===== config.mk =====
export PLATFORM = sky130hd
export DESIGN_NAME = regbank_xfer
export DESIGN_NICKNAME = d
export VERILOG_FILES = /design/src/rtl/regbank_pkg.sv /design/src/rtl/regbank_decode.sv /design/src/rtl/regbank_fit.sv /design/src/rtl/regbank_storage.sv /design/src/rtl/regbank_xfer.sv
export SDC_FILE = /design/constraint.sdc
export NUM_CORES = 1
export LEC_CHECK = 0
export ABC_AREA = 0
export BUFFER_PORTS_ARGS = -buffer_cell sky130_fd_sc_hd__buf_4
export CAP_MARGIN = 15
export CORE_MARGIN = 2
export CORE_UTILIZATION = 25
export DETAILED_ROUTE_END_ITERATION = 10
export SKIP_CTS_REPAIR_TIMING = 1
export SLEW_MARGIN = 5
export SYNTH_ARGS = -nofsm -noshare
export SYNTH_HDL_FRONTEND = slang
export SYNTH_SLANG_ARGS = --single-unit

===== constraint.sdc =====
create_clock -name clk -period 2.6 [get_ports clk]
set_input_delay 0.39 -clock clk [delete_from_list [all_inputs] [get_ports clk]]
set_output_delay 0.39 -clock clk [all_outputs]
set_load 0.02 [all_outputs]

===== src/rtl/regbank_pkg.sv =====
// Shared codes for the accumulator register file.
// Assumes a 3-bit register select; codes 2 and 6 are unused.
package regbank_pkg;
    localparam int SEL_W = 3;
    typedef logic [SEL_W-1:0] sel_t;

    localparam sel_t SEL_A  = 3'd0;
    localparam sel_t SEL_B  = 3'd1;
    localparam sel_t SEL_D  = 3'd3;
    localparam sel_t SEL_X  = 3'd4;
    localparam sel_t SEL_SP = 3'd7;

    typedef enum logic [1:0] {
        OP_LOAD  = 2'd0,
        OP_MOVE  = 2'd1,
        OP_SWAP  = 2'd2,
        OP_FCOPY = 2'd3
    } op_kind_e;

    // True when the code names an existing register.
    function automatic logic code_ok(sel_t c);
        return (c != 3'd2) && (c != 3'd6);
    endfunction

    // True when the code names a byte accumulator.
    function automatic logic code_is_byte(sel_t c);
        return (c == SEL_A) || (c == SEL_B);
    endfunction
endpackage


===== src/rtl/regbank_decode.sv =====
// Operation decoder: decides whether an operation is legal.
// Assumes inputs are stable while op_valid is sampled; purely combinational.
module regbank_decode
    import regbank_pkg::*;
(
    input  logic [1:0] op_kind,
    input  logic [2:0] op_dst,
    input  logic [2:0] op_src,
    output logic       accept,
    output logic       dst_byte,
    output logic       src_byte
);
    logic mixed_d;

    // Classify operand sizes and spot exchanges that overlap D with A/B.
    always_comb begin
        dst_byte = code_is_byte(op_dst);
        src_byte = code_is_byte(op_src);
        mixed_d  = ((op_dst == SEL_D) && src_byte) || ((op_src == SEL_D) && dst_byte);
    end

    // Legality per operation kind.
    always_comb begin
        case (op_kind_e'(op_kind))
            OP_LOAD:  accept = code_ok(op_dst);
            OP_MOVE:  accept = code_ok(op_dst) && code_ok(op_src);
            OP_SWAP:  accept = code_ok(op_dst) && code_ok(op_src) && !mixed_d;
            default:  accept = ((op_dst == SEL_A) && (op_src == SEL_B)) ||
                               ((op_dst == SEL_B) && (op_src == SEL_A));
        endcase
    end
endmodule


===== src/rtl/regbank_fit.sv =====
// Size converter: sign-extends a byte into a word, or truncates a word to
// its low byte. The byte value sits in the low half of val.
module regbank_fit #(
    parameter int BYTE_W = 8
) (
    input  logic [2*BYTE_W-1:0] val,
    input  logic                from_byte,
    input  logic                to_byte,
    output logic [2*BYTE_W-1:0] fit
);
    // Pick the conversion implied by the two operand sizes.
    always_comb begin
        if (to_byte)
            fit = {{BYTE_W{1'b0}}, val[BYTE_W-1:0]};
        else if (from_byte)
            fit = {{BYTE_W{val[BYTE_W-1]}}, val[BYTE_W-1:0]};
        else
            fit = val;
    end
endmodule


===== src/rtl/regbank_storage.sv =====
// Register storage: A, B and IDX_N word registers with two write ports and
// three combinational read ports. Port 0 has priority over port 1 when
// both hit the same byte. Byte registers read zero-extended; unused codes
// read zero.
module regbank_storage
    import regbank_pkg::*;
#(
    parameter int BYTE_W = 8
) (
    input  logic                clk,
    input  logic                rst_n,
    input  logic                p0_en,
    input  logic [2:0]          p0_sel,
    input  logic [2*BYTE_W-1:0] p0_data,
    input  logic                p1_en,
    input  logic [2:0]          p1_sel,
    input  logic [2*BYTE_W-1:0] p1_data,
    input  logic [2:0]          rd0_sel,
    output logic [2*BYTE_W-1:0] rd0_val,
    input  logic [2:0]          rd1_sel,
    output logic [2*BYTE_W-1:0] rd1_val,
    input  logic [2:0]          rd2_sel,
    output logic [2*BYTE_W-1:0] rd2_val,
    output logic [BYTE_W-1:0]   acc_hi,
    output logic [BYTE_W-1:0]   acc_lo
);
    localparam int WIDE_W = 2 * BYTE_W;
    localparam int IDX_N  = 3;
    localparam int CODES  = 1 << SEL_W;

    logic [BYTE_W-1:0] acc_a, acc_b;
    logic [WIDE_W-1:0] idx_val [IDX_N];
    logic [WIDE_W-1:0] by_code [CODES];

    // Code of word register k: X, Y, ... with the last one being SP.
    function automatic sel_t idx_code(int k);
        if (k == IDX_N - 1) return SEL_SP;
        return SEL_X + sel_t'(k);
    endfunction

    // Accumulator bytes; port 1 first so that port 0 wins a collision.
    always_ff @(posedge clk) begin
        if (!rst_n) begin
            acc_a <= '0;
            acc_b <= '0;
        end else begin
            if (p1_en && p1_sel == SEL_A) acc_a <= p1_data[BYTE_W-1:0];
            if (p1_en && p1_sel == SEL_B) acc_b <= p1_data[BYTE_W-1:0];
            if (p1_en && p1_sel == SEL_D) begin
                acc_a <= p1_data[WIDE_W-1:BYTE_W];
                acc_b <= p1_data[BYTE_W-1:0];
            end
            if (p0_en && p0_sel == SEL_A) acc_a <= p0_data[BYTE_W-1:0];
            if (p0_en && p0_sel == SEL_B) acc_b <= p0_data[BYTE_W-1:0];
            if (p0_en && p0_sel == SEL_D) begin
                acc_a <= p0_data[WIDE_W-1:BYTE_W];
                acc_b <= p0_data[BYTE_W-1:0];
            end
        end
    end

    for (genvar k = 0; k < IDX_N; k++) begin : g_idx
        logic [WIDE_W-1:0] q;
        // Word register k, written from whichever port selects it.
        always_ff @(posedge clk) begin
            if (!rst_n)
                q <= '0;
            else if (p0_en && p0_sel == idx_code(k))
                q <= p0_data;
            else if (p1_en && p1_sel == idx_code(k))
                q <= p1_data;
        end
        assign idx_val[k] = q;
    end

    // Lay out every register by its select code for the read muxes.
    always_comb begin
        for (int c = 0; c < CODES; c++) by_code[c] = '0;
        by_code[SEL_A] = {{BYTE_W{1'b0}}, acc_a};
        by_code[SEL_B] = {{BYTE_W{1'b0}}, acc_b};
        by_code[SEL_D] = {acc_a, acc_b};
        for (int k = 0; k < IDX_N; k++) by_code[idx_code(k)] = idx_val[k];
    end

    assign rd0_val = by_code[rd0_sel];
    assign rd1_val = by_code[rd1_sel];
    assign rd2_val = by_code[rd2_sel];
    assign acc_hi  = acc_a;
    assign acc_lo  = acc_b;
endmodule


===== src/rtl/regbank_xfer.sv =====
// Top of the accumulator register file. Loads, moves, exchanges and A/B
// flag copies complete on the edge where op_valid is high; the answer
// pulses (done or err) and the flag strobe appear in the following cycle.
// Assumes a synchronous active-low reset.
module regbank_xfer
    import regbank_pkg::*;
#(
    parameter int BYTE_W = 8,
    localparam int WIDE_W = 2 * BYTE_W
) (
    input  logic              clk,
    input  logic              rst_n,
    input  logic              op_valid,
    input  logic [1:0]        op_kind,
    input  logic [2:0]        op_dst,
    input  logic [2:0]        op_src,
    input  logic [WIDE_W-1:0] wr_data,
    input  logic [2:0]        rd_sel,
    output logic [WIDE_W-1:0] rd_data,
    output logic              op_done,
    output logic              op_err,
    output logic              flag_upd,
    output logic              flag_n,
    output logic              flag_z
);
    logic              accept, dst_byte, src_byte;
    logic [WIDE_W-1:0] src_val, dst_val, fit_fwd, fit_back;
    logic              p0_en, p1_en;
    logic [2:0]        p0_sel, p1_sel;
    logic [WIDE_W-1:0] p0_data, p1_data;
    logic [BYTE_W-1:0] acc_hi, acc_lo;
    logic              is_fcopy;

    regbank_decode u_decode (
        .op_kind (op_kind),
        .op_dst  (op_dst),
        .op_src  (op_src),
        .accept  (accept),
        .dst_byte(dst_byte),
        .src_byte(src_byte)
    );

    regbank_fit #(.BYTE_W(BYTE_W)) u_fit_fwd (
        .val      (src_val),
        .from_byte(src_byte),
        .to_byte  (dst_byte),
        .fit      (fit_fwd)
    );

    regbank_fit #(.BYTE_W(BYTE_W)) u_fit_back (
        .val      (dst_val),
        .from_byte(dst_byte),
        .to_byte  (src_byte),
        .fit      (fit_back)
    );

    regbank_storage #(.BYTE_W(BYTE_W)) u_store (
        .clk    (clk),
        .rst_n  (rst_n),
        .p0_en  (p0_en),
        .p0_sel (p0_sel),
        .p0_data(p0_data),
        .p1_en  (p1_en),
        .p1_sel (p1_sel),
        .p1_data(p1_data),
        .rd0_sel(rd_sel),
        .rd0_val(rd_data),
        .rd1_sel(op_src),
        .rd1_val(src_val),
        .rd2_sel(op_dst),
        .rd2_val(dst_val),
        .acc_hi (acc_hi),
        .acc_lo (acc_lo)
    );

    assign is_fcopy = (op_kind_e'(op_kind) == OP_FCOPY);

    // Route the accepted operation onto the storage write ports.
    always_comb begin
        p0_en   = 1'b0;
        p1_en   = 1'b0;
        p0_sel  = op_dst;
        p1_sel  = op_src;
        p0_data = wr_data;
        p1_data = fit_back;
        if (op_valid && accept) begin
            case (op_kind_e'(op_kind))
                OP_LOAD: p0_en = 1'b1;
                OP_SWAP: begin
                    p0_en   = 1'b1;
                    p1_en   = 1'b1;
                    p0_data = fit_fwd;
                end
                default: begin
                    p0_en   = 1'b1;
                    p0_data = fit_fwd;
                end
            endcase
        end
    end

    // Answer pulses and flag results, one cycle after the operation.
    always_ff @(posedge clk) begin
        if (!rst_n) begin
            op_done  <= 1'b0;
            op_err   <= 1'b0;
            flag_upd <= 1'b0;
            flag_n   <= 1'b0;
            flag_z   <= 1'b0;
        end else begin
            op_done  <= op_valid && accept;
            op_err   <= op_valid && !accept;
            flag_upd <= op_valid && accept && is_fcopy;
            if (op_valid && accept && is_fcopy) begin
                flag_n <= src_val[BYTE_W-1];
                flag_z <= (src_val[BYTE_W-1:0] == '0);
            end
        end
    end
endmodule


# [After elaboration in Yosys (flattened, before gate mapping)]
# Cells that the tools add are included.
[word_totals] ff_bits=69 output_inout_bits=21
[classes] order_cmp=3 eq_ne=17 n_mux=33 bitwise=3 reduce_logical=38
[op_table] op="16-bit two-way mux" n=18
[op_table] op="16-bit binary-select mux with 3-bit select" n=3
[op_table] op="8-bit two-way mux" n=8
[op_table] op="1-bit logical AND" n=23
[op_table] op="3-bit equality test, second input constant" n=6
[op_table] op="4-bit greater-or-equal comparator, second input constant" n=3
[op_table] op="3-bit NOT with 4-bit output" n=3
[op_table] op="8-bit zero test" n=1
[op_table] op="4-bit nonzero test" n=2
[op_table] op="3-bit by 1-bit equality test with 1-bit output, second input constant" n=2
[op_table] op="3-bit by 2-bit equality test with 1-bit output, second input constant" n=2
[op_table] op="3-bit zero test" n=2
[op_table] op="3-bit by 2-bit inequality test with 1-bit output, second input constant" n=2
[op_table] op="3-bit inequality test, second input constant" n=2
[op_table] op="2-bit nonzero test" n=3
[op_table] op="2-bit equality test, second input constant" n=2
[op_table] op="1-bit logical OR" n=4
[op_table] op="1-bit two-way mux" n=3
[op_table] op="1-bit one-hot mux with 3 select lines" n=1
[op_table] op="2-bit by 1-bit equality test with 1-bit output, second input constant" n=1
[op_table] op="1-bit zero test" n=2
[op_table] op="2-bit zero test" n=1

# [Depth between registers and ports, before layout]
# Gate-level depths: netlist of the first run.
[logic_depth] depth_word=14 mapped_depth=10 mapped_depth_nobuf=6

# [By module]
# A second synthesis of the first run with hierarchy kept.
[hier_totals] hier_cells=701 area_unflattened_um2=5804.3
[modules_own_cells] mod="regbank_storage" instances=1 cells_per_inst=596 area_each_um2=4931.0 seq_area_each_um2=1281.2
[modules_own_cells] mod="regbank_xfer" instances=1 cells_per_inst=38 area_each_um2=445.4 seq_area_each_um2=100.1
[modules_own_cells] mod="regbank_fit" instances=2 cells_per_inst=26 area_each_um2=160.2 seq_area_each_um2=0.0
[modules_own_cells] mod="regbank_decode" instances=1 cells_per_inst=15 area_each_um2=107.6 seq_area_each_um2=0.0

# [Worst setup path after synthesis of the first run]
# No wires, ideal clock.
[synth_path] kind="input-to-reg" start="input op_dst[1]" end="register u_store.g_idx[0].q[3]" arrival_time_ps=2243 path_slack_ps=223 path_stages=10 path_cell_list="buf_2 > or2_1 > buf_6 > o32a_1 > buf_6 > or3_1 > buf_6 > buf_6 > a211oi_2 > a211oi_1"
[synth_between] elab_chain_cells=11 elab_cells_between_ends=35 cone_classes="5 x eq/ne; 13 x mux; 1 x bitwise; 16 x reduce/logical"
[synth_lines] item="start, declared" line="regbank_xfer.sv:15" text="input logic [2:0] op_dst,"
[synth_lines] item="3-bit by 1-bit equality test with 1-bit output or 3-bit zero test (tied branches)" line="regbank_pkg.sv:27, regbank_decode.sv:29, regbank_decode.sv:28"
[synth_lines] item="1-bit logical OR" line="regbank_pkg.sv:27" text="return (c == SEL_A) || (c == SEL_B);"
[synth_lines] item="1-bit logical AND" line="regbank_decode.sv:19" text="mixed_d = ((op_dst == SEL_D) && src_byte) || ((op_src == SEL_D) && dst_byte);"
[synth_lines] item="1-bit logical OR" line="regbank_decode.sv:19"
[synth_lines] item="1-bit zero test" line="regbank_decode.sv:27" text="OP_SWAP: accept = code_ok(op_dst) && code_ok(op_src) && !mixed_d;"
[synth_lines] item="1-bit logical AND" line="regbank_decode.sv:27"
[synth_lines] item="1-bit one-hot mux with 3 select lines" line="regbank_decode.sv:24" text="case (op_kind_e'(op_kind))"
[synth_lines] item="1-bit logical AND" line="regbank_xfer.sv:86" text="if (op_valid && accept) begin"
[synth_lines] item="1-bit two-way mux" line="regbank_xfer.sv:86"
[synth_lines] item="1-bit logical AND, on equally long branches" line="regbank_storage.sv:68, regbank_storage.sv:70"
[synth_lines] item="16-bit two-way mux or 2-bit nonzero test (tied branches)"
[synth_lines] item="end signal, assigned" line="regbank_storage.sv:69" text="q <= p0_data;"
[synth_lines] item="end signal, assigned" line="regbank_storage.sv:71" text="q <= p1_data;"
[synth_lines] item="end, declared" line="regbank_storage.sv:63" text="logic [WIDE_W-1:0] q;"
# Parallel ways exist; a longest one is shown, timed or not. The select of a mux whose other input is x is not followed.
# A chain may end at the register's enable or synchronous reset.

# [Worst setup path in the final report of the first run]
[layout_path] start="input op_src[2]" end="register u_store.g_idx[0].q[13]"
[layout_between] elab_chain_cells=11 elab_cells_between_ends=35 cone_classes="5 x eq/ne; 13 x mux; 1 x bitwise; 16 x reduce/logical"
[layout_lines] item="start, declared" line="regbank_xfer.sv:16" text="input logic [2:0] op_src,"
[layout_lines] item="parallel branches: the longest is 11 deep, another holds 16-bit binary-select mux with 3-bit select"
# Parallel ways; which one is timed is not known. The select of a mux whose other input is x is not followed.

==> flow_summary.json, run 1 <==
{
  "status": "completed",
  "finalHoldViolCount": 0,
  "final_common_cell": "buf_4",
  "cts_sinks": 69,
  "syn_area_per_cell_um2": 7.58,
  "cts_tree": "yes",
  "critPathArrivalTime_ns": 2.47,
  "finalWirelength_mm": 26.2,
  "powerDensity_nw_per_um2": 426,
  "syn_to_final_growth_pct": 22.2,
  "timing.rr.end": "u_store.acc_hi[3]",
  "synth_edf_count": 0,
  "placed_cells": 1148,
  "final_cells": 1164,
  "io_pins": 51,
  "grt_max_degree": 38,
  "drive_gt1_frac": 0.207,
  "layout_common_cells": "118 x buf_4, 70 x a211oi_1, 69 x dfxtp_1",
  "peakVddDrop_mv": 0.282,
  "synthCells": 790,
  "power.leakage_nw": 2.69,
  "skew_ns": 0.00771,
  "slew_headroom": 0.630,
  "start_util": 0.255,
  "grt_pass1_wl_mm": 40.2,
  "holdPathEnd": "u_store.g_idx[0].q[12]",
  "async_flop_share": 0,
  "fmax_ghz": 0.442,
  "drt_iter0_drc": 1040,
  "regToRegSetupSlack_ns": 0.41,
  "core-area_um2": 23500,
  "synth-main-ff-cell": "dfxtp_1",
  "nets": 870,
  "dieArea_um2": 25200,
  "first_global_vias": 6713,
  "place_hpwl_mm": 18.6,
  "diodes": 0,
  "critPathLaunchType": "input port",
  "path_clk_slew_ns": 0.06,
  "via_per_inst": 6.18,
  "worst_slew_pin_slew_ns": 0.548,
  "min_path_cells": 3,
  "fillers": 2536,
  "drc": 0,
  "multi_input_area_um2": 4200,
  "die_h_um": 159,
  "period_needed_ns": 2.26,
  "ys_ff_latch": 69,
  "grt.total_usage": 0.203,
  "place_area_um2": 7050,
  "clk_latency_ns": 0.34,
  "final_area_um2": 7320,
  "fp-row-count": 56,
  "fin_crit_sh": 0.870,
  "rr_worst_depth": 7,
  "yosysSeqAreaShare": 0.231,
  "cts_buffer_depth": 2,
  "setup_viol": 0,
  "h-tree-depth": 3,
  "min_from": "wr_data[12]",
  "globalplace.congestion": 0.992,
  "cts_made_buffers": 9,
  "hp-class": "input port to flip-flop",
  "yosysWarningCount": 0,
  "fin_util": 0.312,
  "ant_nets": 0,
  "p_total_mw": 3.11,
  "drv_slew": 0,
  "critPathKind": "input port to flip-flop",
  "root_buffer": "clkbuf_16",
  "io_buffers": 50,
  "crit_fanout": 8,
  "vias": 7197,
  "maxCapViolations": 0,
  "overflow": 0,
  "netlist_area_um2": 5990,
  "cp-end-kind": "flip-flop",
  "cp_data_required_time_ns": 2.81,
  "rr_startpoint": "u_store.acc_lo[7]",
  "first_pass_iters": 7,
  "register_area_um2": 1380,
  "synth_cell_types": 61,
  "die_w_um": 159,
  "rsz0062_at_grt": "false",
  "final.setup.tns_ns": 0,
  "synth_nets": 820,
  "antenna_found_initial": 0,
  "wl_per_cell_um": 22.5
}
[per-stage QoR]
stage / worst slack, ns / hold WS, ns
final: 0.337 / 0.393
after global routing: 0.274 / 0.412
after CTS: 0.405 / 0.380
after detailed placement: 0.0469 / 0.475
after global placement: 0.112 / 0.470
after floorplan: 0.223 / 0.494
[logic make-up after synthesis]
group           after synthesis  share of synthesized area
compound gates              321                      0.389
simple gates                254                      0.220
buf+inv                      93                     0.0690
flops                        69                      0.231
mux                          50                     0.0867
xor+xnor                      3                    0.00439
[registers in the layout, summed over array words and instances (netlist names)]
name	flops
op_err	1
u_store.acc_lo	8
flag_n	1
u_store.acc_hi	8
op_done	1
flag_upd	1
flag_z	1
u_store.g_idx.q	48
[cell usage after synthesis (all sizes together) (13+ instances only)]
cell type | instances | area share
o21ai | 49 | 0.041
buf | 40 | 0.036
nand2b | 13 | 0.014
clkbuf | 47 | 0.029
nor3 | 36 | 0.031
a221o | 13 | 0.022
o211ai | 21 | 0.026
nand2 | 43 | 0.027
a21oi | 47 | 0.039
nand3 | 35 | 0.029
a211oi | 75 | 0.098
nor2 | 51 | 0.032
mux2i | 35 | 0.059
o211a | 18 | 0.030
nor4 | 23 | 0.027
dfxtp | 69 | 0.23
mux2 | 15 | 0.028
[layout make-up]
| class | instances | share of cell area |
|---|---|---|
| clock buffers | 10 | 0.0313 |
| inverters | 6 | 0.00308 |
| multi-input cells | 628 | 0.574 |
| clock inverters | 6 | 0.00530 |
| repair buffers | 126 | 0.143 |
| flip-flops and latches | 69 | 0.189 |
| well taps | 319 | 0.0546 |
[report_power, final]
group | internal (mW) | switching, mW
combinational | 0.306 | 0.511
sequential | 1.09 | 0.0470
clock | 0.645 | 0.516
total | 2.04 | 1.07
[worst max-delay path: stages]
cell and delay (ns):
buf_4 0.12, nor2_1 0.18, nand3_1 0.15, o32a_2 0.42, or3_1 0.59, buf_4 0.26
a211oi_1 0.27, a211oi_1 0.08
[per-layer routing]
layer	wire (um)	global-route usage
met1	11300	0.288
met5	0	0
met3	2650	0.0345
met2	10800	0.294
met4	1360	0.107
[worst max path at each step]
stage / startpoint / endpoint / depth (start not counted)
2_1_floorplan: op_dst[1] / u_store.g_idx[0].q[3] / 10
3_3_place_gp: op_src[1] / u_store.acc_lo[0] / 8
3_5_place_dp: op_src[1] / u_store.g_idx[0].q[13] / 8
4_1_cts: op_src[1] / u_store.g_idx[0].q[13] / 8
5_1_grt: op_src[2] / u_store.g_idx[0].q[13] / 10
6_report: op_src[2] / u_store.g_idx[0].q[13] / 8
(Power assumes the default switching activity.)
==> run 2, diff against run 1 <==
- CTS_BUF_LIST: default -> sky130_fd_sc_hd__clkbuf_16
==> flow_summary.json, run 2 (same netlist as run 1, synthesis figures left out) <==
{
  "status": "completed",
  "overflow": 0,
  "slew_headroom": 0.630,
  "cts_sinks": 69,
  "dieArea_um2": 25200,
  "first_global_vias": 6713,
  "whs_ns": 0.393,
  "ant_nets": 0,
  "peakVddDrop_mv": 0.282,
  "fmax_ghz": 0.439,
  "critPathArrivalTime_ns": 2.49,
  "place_hpwl_mm": 18.6,
  "core-area_um2": 23500,
  "drive_gt1_frac": 0.207,
  "clk_latency_ns": 0.34,
  "rr_startpoint": "u_store.acc_lo[7]",
  "crit_fanout": 8,
  "io_pins": 51,
  "drv_slew": 0,
  "first_pass_iters": 9,
  "via_per_inst": 6.15,
  "grt_pass1_wl_mm": 40.2,
  "hp-class": "input port to flip-flop",
  "io_buffers": 50,
  "final_common_cell": "buf_4",
  "die_w_um": 159,
  "finalWirelength_mm": 26.2,
  "cp_data_required_time_ns": 2.81,
  "antenna_found_initial": 0,
  "p_total_mw": 3.11,
  "largest_reg_flops": 48,
  "final_area_um2": 7320,
  "path_clk_slew_ns": 0.06,
  "setup_viol": 0,
  "grt.total_usage": 0.203,
  "grt_max_degree": 38,
  "layout_common_cells": "118 x buf_4, 70 x a211oi_1, 69 x dfxtp_1",
  "diodes": 0,
  "fin_crit_sh": 0.877,
  "nets": 870,
  "rr_worst_depth": 6,
  "period_needed_ns": 2.28,
  "final.setup.tns_ns": 0,
  "power.leakage_nw": 2.70,
  "largest_register": "u_store.g_idx.q",
  "drc": 0,
  "finalHoldViolCount": 0,
  "fp-row-count": 56,
  "powerDensity_nw_per_um2": 425,
  "vias": 7156,
  "regToRegSetupSlack_ns": 0.42,
  "critPathLaunchType": "input port",
  "die_h_um": 159,
  "crit_path_start": "op_src[2]",
  "cts_made_buffers": 9,
  "skew_ns": 0.00794,
  "globalplace.congestion": 0.992,
  "cts_tree": "yes",
  "root_buffer": "clkbuf_16",
  "cp-end-kind": "flip-flop",
  "syn_to_final_growth_pct": 22.2,
  "timing.rr.end": "u_store.acc_hi[4]",
  "wl_per_cell_um": 22.5,
  "maxCapViolations": 0,
  "cp-endpoint": "u_store.g_idx[0].q[13]",
  "drt_iter0_drc": 1040,
  "cts_buffer_depth": 2,
  "start_util": 0.255,
  "rsz0062_at_grt": "false",
  "worst_slew_pin_slew_ns": 0.547,
  "h-tree-depth": 3,
  "critPathKind": "input port to flip-flop",
  "place_area_um2": 7050
}
-- run 2: cell types whose count changed in the layout (fill, tap and decap cells not counted) --
cell / delta
inv_1: +1
clkbuf_1: -1
-- run 2: where the power goes --
part / internal, mW / total, mW / switching (mW)
clock network: 0.641 / 1.16 / 0.516
logic: 0.306 / 0.816 / 0.510
registers: 1.09 / 1.14 / 0.0470
total: 2.04 / 3.11 / 1.07
-- run 2: critical path: stages --
cell and delay (ns):
buf_4 0.12, nor2_1 0.18, nand3_1 0.15, o32a_2 0.42, or3_1 0.60, buf_4 0.27
a211oi_1 0.28, a211oi_1 0.09
-- run 2: worst min path at each step --
stage	from	endpoint	slack, ns	depth (start not counted)
detailed placement	flag_n	flag_n	0.47	2
CTS	wr_data[12]	u_store.g_idx[0].q[12]	0.38	3
global placement	flag_n	flag_n	0.47	2
finish	wr_data[12]	u_store.g_idx[0].q[12]	0.39	3
floorplan	u_store.acc_hi[1]	u_store.acc_hi[1]	0.49	2
global route	wr_data[12]	u_store.g_idx[0].q[12]	0.41	3
-- run 2: cell type report --
cell class                 count  area (um2)
tap                          319         399
clock inverter                 7        42.5
fill                        2536       16200
timing repair buffer         126        1050
sequential                    69        1380
multi-input combinational    628        4200
inverter                       6        22.5
clock buffer                   9         225
-- run 2: through the flow --
| stage | std cells | setup slack, ns | utilization |
|---|---|---|---|
| floorplan | 790 | 0.223 | - |
| detailed placement | 1148 | 0.0469 | 0.300 |
| global route | 1164 | 0.274 | 0.312 |
| finish | 1164 | 0.320 | 0.312 |
| CTS | 1164 | 0.405 | 0.312 |
| global placement | 1148 | 0.112 | 0.300 |
-- run 2: metal layers --
| metal | vias to the layer above | wire length (um) | part of all wire | global-route usage |
|---|---|---|---|---|
| li1 | 3212 | - | - | - |
| met1 | 3356 | 11300 | 0.43 | 0.288 |
| met2 | 491 | 10800 | 0.41 | 0.294 |
| met3 | 97 | 2670 | 0.10 | 0.0345 |
| met4 | 0 | 1400 | 0.053 | 0.107 |
| met5 | - | 0 | 0 | 0 |
==> run 3, diff against run 2 <==
==> constraint.sdc (replaced) <==
create_clock -name clk -period 2.6 [get_ports clk]
set_input_delay 0.52 -clock clk [delete_from_list [all_inputs] [get_ports clk]]
set_output_delay 0.52 -clock clk [all_outputs]
set_load 0.02 [all_outputs]
==> flow_summary.json, run 3 (same netlist as run 1, synthesis figures left out) <==
{
  "layout_common_cells": "122 x buf_4, 70 x a211oi_1, 69 x dfxtp_1",
  "clk_latency_ns": 0.35,
  "globalplace.congestion": 0.947,
  "root_buffer": "clkbuf_16",
  "crit_path_top_delay_cell": "dfxtp_1",
  "rr_worst_depth": 7,
  "drc": 0,
  "worst_slew_pin_slew_ns": 0.659,
  "path_cells": "nor3b_1 -> a211oi_1 -> a21oi_1 -> buf_4",
  "drv_slew": 0,
  "start_util": 0.255,
  "cts_buffer_depth": 2,
  "critPathLaunchType": "flip-flop",
  "crit_path_start": "u_store.acc_hi[0]",
  "period_needed_ns": 2.32,
  "antenna_found_initial": 0,
  "overflow": 0,
  "skew_ns": 0.00903,
  "crit_buf_inv": 1,
  "drive_gt1_frac": 0.212,
  "largest_register": "u_store.g_idx.q",
  "ant_nets": 0,
  "rr_startpoint": "u_store.acc_hi[7]",
  "whs_ns": 0.488,
  "cts_sinks": 69,
  "nets": 879,
  "grt.total_usage": 0.201,
  "maxCapViolations": 0,
  "die_h_um": 159,
  "core-area_um2": 23500,
  "dieArea_um2": 25200,
  "first_global_vias": 6572,
  "placed_cells": 1157,
  "die_w_um": 159,
  "cp-endpoint": "rd_data[0]",
  "cts_tree": "yes",
  "fin_crit_sh": 0.891,
  "vias": 7059,
  "path_clk_slew_ns": 0.06,
  "status": "completed",
  "io_pins": 51,
  "powerDensity_nw_per_um2": 416,
  "regToRegSetupSlack_ns": 0.59,
  "register_area_um2": 1380,
  "fp-row-count": 56,
  "grt_pass1_wl_mm": 39.7,
  "largest_reg_flops": 48,
  "finalWirelength_mm": 26.0,
  "place_hpwl_mm": 18.8,
  "grt_max_degree": 39,
  "via_per_inst": 6.02,
  "critPathArrivalTime_ns": 1.80,
  "cts_made_buffers": 9,
  "wl_per_cell_um": 22.2,
  "slowest_delay_ns": 0.60,
  "timing.final.ws_setup_ns": 0.282,
  "final_cells": 1173,
  "multi_input_area_um2": 4210,
  "clockPowerShare": 0.362,
  "syn_to_final_growth_pct": 24.3,
  "cpLargestDelayFamily": "flip-flops",
  "combPwrFrac": 0.269,
  "timing.rr.end": "u_store.g_idx[1].q[12]",
  "rsz0062_at_grt": "false",
  "critPathKind": "flip-flop to output pin",
  "swShare": 0.341,
  "cp_data_required_time_ns": 2.08,
  "switchingPower_mw": 1.06,
  "fmax_ghz": 0.431,
  "final.setup.tns_ns": 0,
  "power.leakage_nw": 2.78,
  "crit_fanout": 8,
  "setup_viol": 0,
  "share_seq_of_total_power": 0.368,
  "io_buffers": 50,
  "place_ws_ns": 0.0692,
  "first_pass_iters": 6,
  "slew_headroom": 0.556,
  "drt_iter0_drc": 856,
  "cp-end-kind": "output pin",
  "p_int_mw": 2.04,
  "fillers": 2491,
  "hp-class": "flip-flop to flip-flop",
  "diodes": 0,
  "cp_num_cells": 4,
  "peakVddDrop_mv": 0.335,
  "h-tree-depth": 3,
  "finalHoldViolCount": 0,
  "final_common_cell": "buf_4"
}
[run 3: final cells by class]
class | count | area share
clock buffer | 9 | 0.0303
clock inverter | 7 | 0.00370
inverter | 6 | 0.00303
multi-input combinational | 628 | 0.566
sequential | 69 | 0.186
tap | 319 | 0.0536
timing repair buffer | 135 | 0.158
[run 3: through the flow]
stage	cell area, um2	power [mW]	util
floorplan	6000	1.62	-
CTS	7440	3.08	0.317
global route	7440	3.20	0.317
global placement	7190	1.97	0.306
detailed placement	7190	1.98	0.306
finish	7440	3.10	0.317
[run 3: worst min-delay path by stage]
stage                       from                endpoint  slack, ns  cells after the start
6_report                  flag_n                  flag_n       0.49                      2
5_1_grt              wr_data[12]  u_store.g_idx[0].q[12]       0.53                      3
4_1_cts                   flag_n                  flag_n       0.49                      2
3_5_place_dp              flag_n                  flag_n       0.47                      2
3_3_place_gp              flag_n                  flag_n       0.47                      2
2_1_floorplan  u_store.acc_hi[1]       u_store.acc_hi[1]       0.49                      2
[run 3: tightest hold or removal path: stages (launching register included)]
cell     delay (ns)
dfxtp_1        0.31
o21ai_0        0.07
a21oi_1        0.06
[run 3: power groups by stage]
| stage | sequential [mW] | combinational (mW) | clock [mW] |
|---|---|---|---|
| finish | 1.14 | 0.834 | 1.12 |
| global route | 1.14 | 0.889 | 1.17 |
| CTS | 1.14 | 0.820 | 1.12 |
| detailed placement | 1.16 | 0.818 | 0 |
| global placement | 1.16 | 0.813 | 0 |
| floorplan | 1.14 | 0.481 | 0 |
[run 3: routing by layer]
metal  GRT usage  wire (um)
met1       0.281      11600
met2       0.299      11100
met3      0.0329       2180
met4      0.0972       1030
met5           0          0
